**src/rtl/bus_ack_pkg.sv**
```systemverilog
package bus_ack_pkg;

  typedef enum logic {
    ST_IDLE   = 1'b0,
    ST_ACTIVE = 1'b1
  } ackState_t;

  // strobes from control to datapath
  typedef struct packed {
    logic load;      // capture attributes of an accepted start
    logic leadStep;  // count down the minimum lead time
    logic beatFire;  // one data beat completes, acknowledge next cycle
    logic errFire;   // error acknowledge next cycle, transfer closed
  } strobe_t;

endpackage

```
**src/rtl/bus_ack_decode.sv**
```systemverilog
module bus_ack_decode #(
  parameter int TYPE_W = 3,
  parameter logic [2**TYPE_W-1:0] UNSUP_MASK = 8'hC0
) (
  input  logic [TYPE_W-1:0] xferType,
  output logic              unsupported
);
  localparam int NUM_CODES = 2**TYPE_W;

  logic [NUM_CODES-1:0] codeHit;

  for (genvar g = 0; g < NUM_CODES; g++) begin : g_code
    assign codeHit[g] = UNSUP_MASK[g] && (xferType == TYPE_W'(g));
  end

  assign unsupported = |codeHit;
endmodule

```
**src/rtl/bus_ack_ctrl.sv**
```systemverilog
module bus_ack_ctrl
  import bus_ack_pkg::*;
(
  input  logic    clk,
  input  logic    rstN,
  input  logic    startStrobe,
  input  logic    resReady,
  input  logic    leadDone,
  input  logic    errPend,
  input  logic    lastBeat,
  input  logic    ackBusy,
  output strobe_t strb
);
  ackState_t state, stateNxt;

  always_comb begin
    strb     = '0;
    stateNxt = state;
    case (state)
      ST_IDLE: begin
        if (startStrobe) begin
          strb.load = 1'b1;
          stateNxt  = ST_ACTIVE;
        end
      end
      ST_ACTIVE: begin
        if (!leadDone) begin
          strb.leadStep = 1'b1;
        end else if (errPend) begin
          strb.errFire = 1'b1;
          stateNxt     = ST_IDLE;
        end else if (resReady && !ackBusy) begin
          strb.beatFire = 1'b1;
          if (lastBeat) stateNxt = ST_IDLE;
        end
      end
      default: stateNxt = ST_IDLE;
    endcase
  end

  always_ff @(posedge clk or negedge rstN) begin
    if (!rstN) state <= ST_IDLE;
    else       state <= stateNxt;
  end
endmodule

```
**src/rtl/bus_ack_datapath.sv**
```systemverilog
module bus_ack_datapath
  import bus_ack_pkg::*;
#(
  parameter int BURST_LEN = 4,
  parameter int MIN_LEAD  = 2
) (
  input  logic    clk,
  input  logic    rstN,
  input  strobe_t strb,
  input  logic    burstIn,
  input  logic    unsupIn,
  input  logic    errEnIn,
  output logic    leadDone,
  output logic    errPend,
  output logic    lastBeat,
  output logic    ackBusy,
  output logic    ackOut,
  output logic    errAckOut
);
  localparam int BEAT_W    = (BURST_LEN > 1) ? $clog2(BURST_LEN) : 1;
  localparam int LEAD_W    = (MIN_LEAD > 2) ? $clog2(MIN_LEAD) : 1;
  localparam int LEAD_INIT = MIN_LEAD - 2;

  logic              burstQ;
  logic              errPendQ;
  logic [LEAD_W-1:0] leadCnt;
  logic [BEAT_W-1:0] beatCnt;
  logic              ackQ;
  logic              errQ;

  always_ff @(posedge clk or negedge rstN) begin
    if (!rstN) begin
      burstQ   <= 1'b0;
      errPendQ <= 1'b0;
      leadCnt  <= '0;
      beatCnt  <= '0;
    end else if (strb.load) begin
      burstQ   <= burstIn;
      errPendQ <= unsupIn && errEnIn;
      leadCnt  <= LEAD_W'(LEAD_INIT);
      beatCnt  <= '0;
    end else begin
      if (strb.leadStep) leadCnt <= leadCnt - LEAD_W'(1);
      if (strb.beatFire) beatCnt <= beatCnt + BEAT_W'(1);
      if (strb.errFire)  errPendQ <= 1'b0;
    end
  end

  // registered single-cycle pulses
  always_ff @(posedge clk or negedge rstN) begin
    if (!rstN) begin
      ackQ <= 1'b0;
      errQ <= 1'b0;
    end else begin
      ackQ <= strb.beatFire;
      errQ <= strb.errFire;
    end
  end

  assign leadDone  = (leadCnt == '0);
  assign errPend   = errPendQ;
  assign lastBeat  = burstQ ? (beatCnt == BEAT_W'(BURST_LEN - 1)) : 1'b1;
  assign ackBusy   = ackQ;
  assign ackOut    = ackQ;
  assign errAckOut = errQ;
endmodule

```
**src/rtl/bus_data_ack.sv**
```systemverilog
module bus_data_ack
  import bus_ack_pkg::*;
#(
  parameter int TYPE_W    = 3,
  parameter int BURST_LEN = 4,
  parameter int MIN_LEAD  = 2,
  parameter logic [2**TYPE_W-1:0] UNSUP_MASK = 8'hC0
) (
  input  logic              clk,
  input  logic              rstN,
  input  logic              startStrobe,
  input  logic              burstIn,
  input  logic [TYPE_W-1:0] xferType,
  input  logic              resReady,
  input  logic              errEnable,
  output logic              ackOut,
  output logic              errAckOut
);
  strobe_t strb;
  logic    unsupported;
  logic    leadDone, errPend, lastBeat, ackBusy;

  bus_ack_decode #(.TYPE_W(TYPE_W), .UNSUP_MASK(UNSUP_MASK)) u_decode (
    .xferType   (xferType),
    .unsupported(unsupported)
  );

  bus_ack_ctrl u_ctrl (
    .clk        (clk),
    .rstN       (rstN),
    .startStrobe(startStrobe),
    .resReady   (resReady),
    .leadDone   (leadDone),
    .errPend    (errPend),
    .lastBeat   (lastBeat),
    .ackBusy    (ackBusy),
    .strb       (strb)
  );

  bus_ack_datapath #(.BURST_LEN(BURST_LEN), .MIN_LEAD(MIN_LEAD)) u_dp (
    .clk      (clk),
    .rstN     (rstN),
    .strb     (strb),
    .burstIn  (burstIn),
    .unsupIn  (unsupported),
    .errEnIn  (errEnable),
    .leadDone (leadDone),
    .errPend  (errPend),
    .lastBeat (lastBeat),
    .ackBusy  (ackBusy),
    .ackOut   (ackOut),
    .errAckOut(errAckOut)
  );
endmodule

```
**config.mk**
```make
export PLATFORM = sky130hd
export DESIGN_NAME = bus_data_ack
export DESIGN_NICKNAME = d
export VERILOG_FILES = /design/src/rtl/bus_ack_pkg.sv /design/src/rtl/bus_ack_decode.sv /design/src/rtl/bus_ack_ctrl.sv /design/src/rtl/bus_ack_datapath.sv /design/src/rtl/bus_data_ack.sv
export SDC_FILE = /design/constraint.sdc
export NUM_CORES = 1
export LEC_CHECK = 0
export BUFFER_PORTS_ARGS = -buffer_cell sky130_fd_sc_hd__buf_2
export CORE_AREA = 2 2 39 41
export DETAILED_ROUTE_END_ITERATION = 12
export DIE_AREA = 0 0 41 43
export GPL_TIMING_DRIVEN = 0
export PLACE_DENSITY = 0.58
export SLEW_MARGIN = 20
export SYNTH_ARGS = -nofsm -noshare
export SYNTH_HDL_FRONTEND = slang
export SYNTH_SLANG_ARGS = --single-unit
export TNS_END_PERCENT = 5
```
**constraint.sdc**
```tcl
create_clock -name clk -period 1.3 [get_ports clk]
set_input_delay 0.065 -clock clk [delete_from_list [all_inputs] [get_ports clk]]
set_output_delay 0.065 -clock clk [all_outputs]
set_load 0.05 [all_outputs]
```
# Yosys cells after proc, flatten, opt, wreduce, memory -nomap -nowiden
# Index checks and enable logic that the tools add are counted.
# Widths: inputs -> output; s select.
# totals
in_bits	9
register_bits	8
out_inout_bits	2
# classes
n_reduce_logical	7
n_mux	20
bitwise	1
eq_ne	3
n_addsub	2
# ops
op	count
$mux 1	15
$eq 3x3->1 const B	2
$mux 2	3
$reduce_bool 2->1	3
$mux 3	1
$add 2x1->2 const B	1
$eq 2x2->1 const B	1
$logic_and 1x1->1	2
$pmux 1 s2	1
$reduce_or 2->1	1
$logic_not 1->1	1
$not 1->1	1
$sub 1x1->1 const B	1

# Depth between registers and ports, before layout
# logic_depth
word_depth	8
depth_mapped	3
ltp_nobuf	3

# Cells and area by module
# From an unflattened synthesis, not the netlist that was laid out.
# unflattened
hier_cells	31
hier_area_um2	375.4
# modules_own_cells
mod	seq_area_each_um2	n_inst	cells_each	area_each_um2
bus_ack_datapath	175.2	1	21	275.3
bus_ack_ctrl	25.0	1	9	93.8
bus_ack_decode	0.0	1	1	6.3

# Worst setup path before layout
# OpenSTA, ideal clock, no wires.
# synth_timing
path_type	register to register
startpoint	register u_dp.ackQ (netlist: u_dp.ackBusy)
endpoint	register u_dp.beatCnt[0]
synth_period_minus_slack_ns	1.321
arrival_time_ns	1.242
stages_incl_launch_ff	4
path_slack_ns	-0.021
required_time_ns	1.221
n_path_buf	0
path_cell_list	dfrtp_1 -> and4bb_1 -> nor2b_4 -> mux2i_1
# synth_lines
item	line_no	rtl
start, declared	bus_ack_datapath.sv:28	logic ackQ;
start signal, assigned	bus_ack_datapath.sv:55	ackQ <= strb.beatFire;
end signal, assigned	bus_ack_datapath.sv:44	if (strb.beatFire) beatCnt <= beatCnt + BEAT_W'(1);
end, declared	bus_ack_datapath.sv:27	logic [BEAT_W-1:0] beatCnt;

==> impl_metrics.csv <==
group,metric,value,unit
clock_tree,cts_setup_buffers,0,
routing,ant_nets,0,
place,dp_cells,52,
logic_synthesis,yosysSeqAreaShare,58.2,%
floorplanning,fp.dieArea,0.00176,mm2
sta,max_freq,868,MHz
clock_tree,clkTransAtPathRegs,0.06,ns
clock_tree,cts_buffers,3,
sta,slew_headroom,83.4,%
logic_synthesis,synth_top_cell_area_share,58.2,%
clock_tree,insertion_delay,0.25,ns
logic_synthesis,synth_most_common_cell,"dfrtp_1",
floorplanning,initial_core_util,24.9,%
worst_setup_path,crit_fanout,3,
sta,finalHoldViolations,0,
floorplanning,io_pins,11,
final_layout,multi_input_area,144,um2
final_layout,regArea,201,um2
sta,slew_viol_final,0,
final_layout,final_cells,57,
worst_setup_path,crit_path_end_kind,"flip-flop",
clock_tree,h-tree-depth,1,
power_and_ir_drop,switchingPower,247,uW
global_route,grtUsageTotal,9.14,%
power_and_ir_drop,vdd_drop_max,702,uV
worst_setup_path,crit_type,"reg -> reg",
global_route,grt_first_pass_wirelength,1000,um
power_and_ir_drop,p_clk_share,25.1,%
sta,layout_min_cycle_time,1.15,ns
floorplanning,fp.dieH,43,um
place,gp_congestion,0.679,
power_and_ir_drop,cellPowerDensity,1780,mW/mm2
power_and_ir_drop,seqPwrFrac,46.7,%
logic_synthesis,synth_area_leaders,"dfrtp_1 58%, nor2b_4 4.0%, and4bb_1 3.6%",
final_layout,diodes,0,
logic_synthesis,yosys_warnings,0,
clock_tree,tritoncts,"yes",
sta,fin_tns_setup,0,ns
final_layout,nets,52,
floorplanning,core-area,0.00138,mm2
logic_synthesis,syn_nets,37,
final_layout,fillers,150,
logic_synthesis,synthFlopType,"dfrtp_1",
power_and_ir_drop,power.total,793,uW
place,place_area,410,um2
floorplanning,die_x,41,um
sta,rsz0062_at_grt,"no",
clock_tree,ctsResizeCount,0,
global_route,grt_pass1_vias,257,
sta,finalCritPeriodShare,88.6,%
clock_tree,clockBufferDepth,2,
global_route,grt_overflow_total,0,
logic_synthesis,synth_top_area_cell,"dfrtp_1",
clock_tree,clock-sinks,8,
routing,drc,0,
run_status,status,"finished clean",
worst_setup_path,cp.arrival,1.33,ns
clock_tree,cts_root_buffer,"clkbuf_4",
floorplanning,rows,14,
sta,hold_slack,0.0469,ns
power_and_ir_drop,comb_power_share,28.2,%
run,maxCapViolations,0,
power_and_ir_drop,internal-power,546,uW
power_and_ir_drop,p_sw_share,31.2,%
sta,worstMarginPinSlew,0.250,ns
logic_synthesis,synthCells,27,
logic_synthesis,synth.avg_cell_area,12.7,um2
global_route,grt_max_degree,9,
worst_setup_path,startpoint_type,"flip-flop",
worst_setup_path,worstPathRequired,1.48,ns
logic_synthesis,synth_edf_count,0,
global_route,antenna_found_initial,0,
place,hpwlAfterDp,451,um
logic_synthesis,synth.top_cells.by_count,"8 x dfrtp_1, 2 x nand2_1, 2 x nand2b_1, 2 x o21ai_0",
routing,postRouteWirelength,582,um
place,io_buffers,9,
final_layout,fin_area,447,um2
logic_synthesis,netlist_area,344,um2
final_layout,drive_gt1_share,36.6,%
sta,skew,0.00612,ns
worst_hold_path,hold_class,"in -> reg",
sta,setup_viol,0,
logic_synthesis,ys_types,17,
logic_synthesis,ys_seq_elements,8,
power_and_ir_drop,p_leak,0.217,nW
routing,first_pass_iters,2,
logic_synthesis,synthArstFlopShare,100,%
routing,via_per_inst,4.35,
routing,first_iter_violations,2,
routing,wire_per_inst,10.2,um
final_layout,area_growth,29.8,%
routing,num_vias,248,
-- worst max-delay path, cell delays in order (launching register included) --
cell	delay (ns)
dfrtp_2	0.40
and4bb_1	0.32
nor2b_4	0.18
mux2i_1	0.18
-- metrics by stage --
stage	setup WS, ns	util, %
after floorplan	0.0655	-
after global placement	0.140	29.7
after detailed placement	0.161	29.7
after CTS	0.130	32.3
after global routing	0.0815	32.3
final	0.148	32.3
-- kinds of logic after synthesis --
family	share of synthesized area, %
AOI/OAI and AO/OA	7.64
adders and majority gates	3.64
DFF	58.2
muxes	6.18
and+or+nand+nor	24.4
-- power groups by stage --
stage | registers (mW) | clock network [mW] | logic (mW)
final | 0.370 | 0.199 | 0.224
after global routing | 0.387 | 0.237 | 0.256
after CTS | 0.371 | 0.214 | 0.229
after detailed placement | 0.374 | 0 | 0.225
after global placement | 0.374 | 0 | 0.229
after floorplan | 0.406 | 0 | 0.134
-- layer usage --
| layer | global-route usage [%] | routed length, um |
|---|---|---|
| met5 | 0 | 0 |
| met3 | 3.14 | 64 |
| met4 | 8.00 | 0 |
| met2 | 10.6 | 231 |
| met1 | 12.7 | 285 |
-- timing repair --
action                                  CTS  global route
hold buffers                              1             0
hold endpoints to repair                  8             0
endpoints found under the setup margin    0             0
-- path summary, 6_finish.rpt --
kind / end / slack (ns) / startpoint / cells after the start
min reg2reg: u_dp.beatCnt[0]$_DFFE_PN0P_ / 0.48 / u_dp.beatCnt[0]$_DFFE_PN0P_ / 1
min in group asynchronous: u_dp.errAckOut$_DFF_PN0_ / 0.19 / rstN / 2
max in group asynchronous: u_dp.ackBusy$_DFF_PN0_ / 0.94 / rstN / 2
max reg2reg: u_dp.beatCnt[0]$_DFFE_PN0P_ / 0.15 / u_dp.ackBusy$_DFF_PN0_ / 3
max: u_dp.beatCnt[0]$_DFFE_PN0P_ / 0.15 / u_dp.ackBusy$_DFF_PN0_ / 3
min: u_dp.burstQ$_DFFE_PN0P_ / 0.05 / burstIn / 2
-- sequential cells by signal, summed over array words and instances, names as in the netlist --
name            count
u_dp.beatCnt        2
u_dp.burstQ         1
u_dp.errAckOut      1
u_dp.errPend        1
u_dp.leadCnt        1
u_ctrl.state        1
u_dp.ackBusy        1
-- layout make-up --
class                           count  share of cell area [%]
Sequential cell                     8                    45.1
Tap cell                           16                    4.48
Timing Repair Buffer               10                    12.3
Clock buffer                        4                    5.88
Multi-Input combinational cell     19                    32.2
-- placed cells by master (no fill, tap or decap), types with 2 or more instances in the layout --
cell type / netlist / routed
nand2b_1: 2 / 2
buf_2: 0 / 9
clkbuf_4: 0 / 3
o21ai_0: 2 / 2
nand2_1: 2 / 2
dfrtp_1: 8 / 7
(Power assumes the default switching activity.)
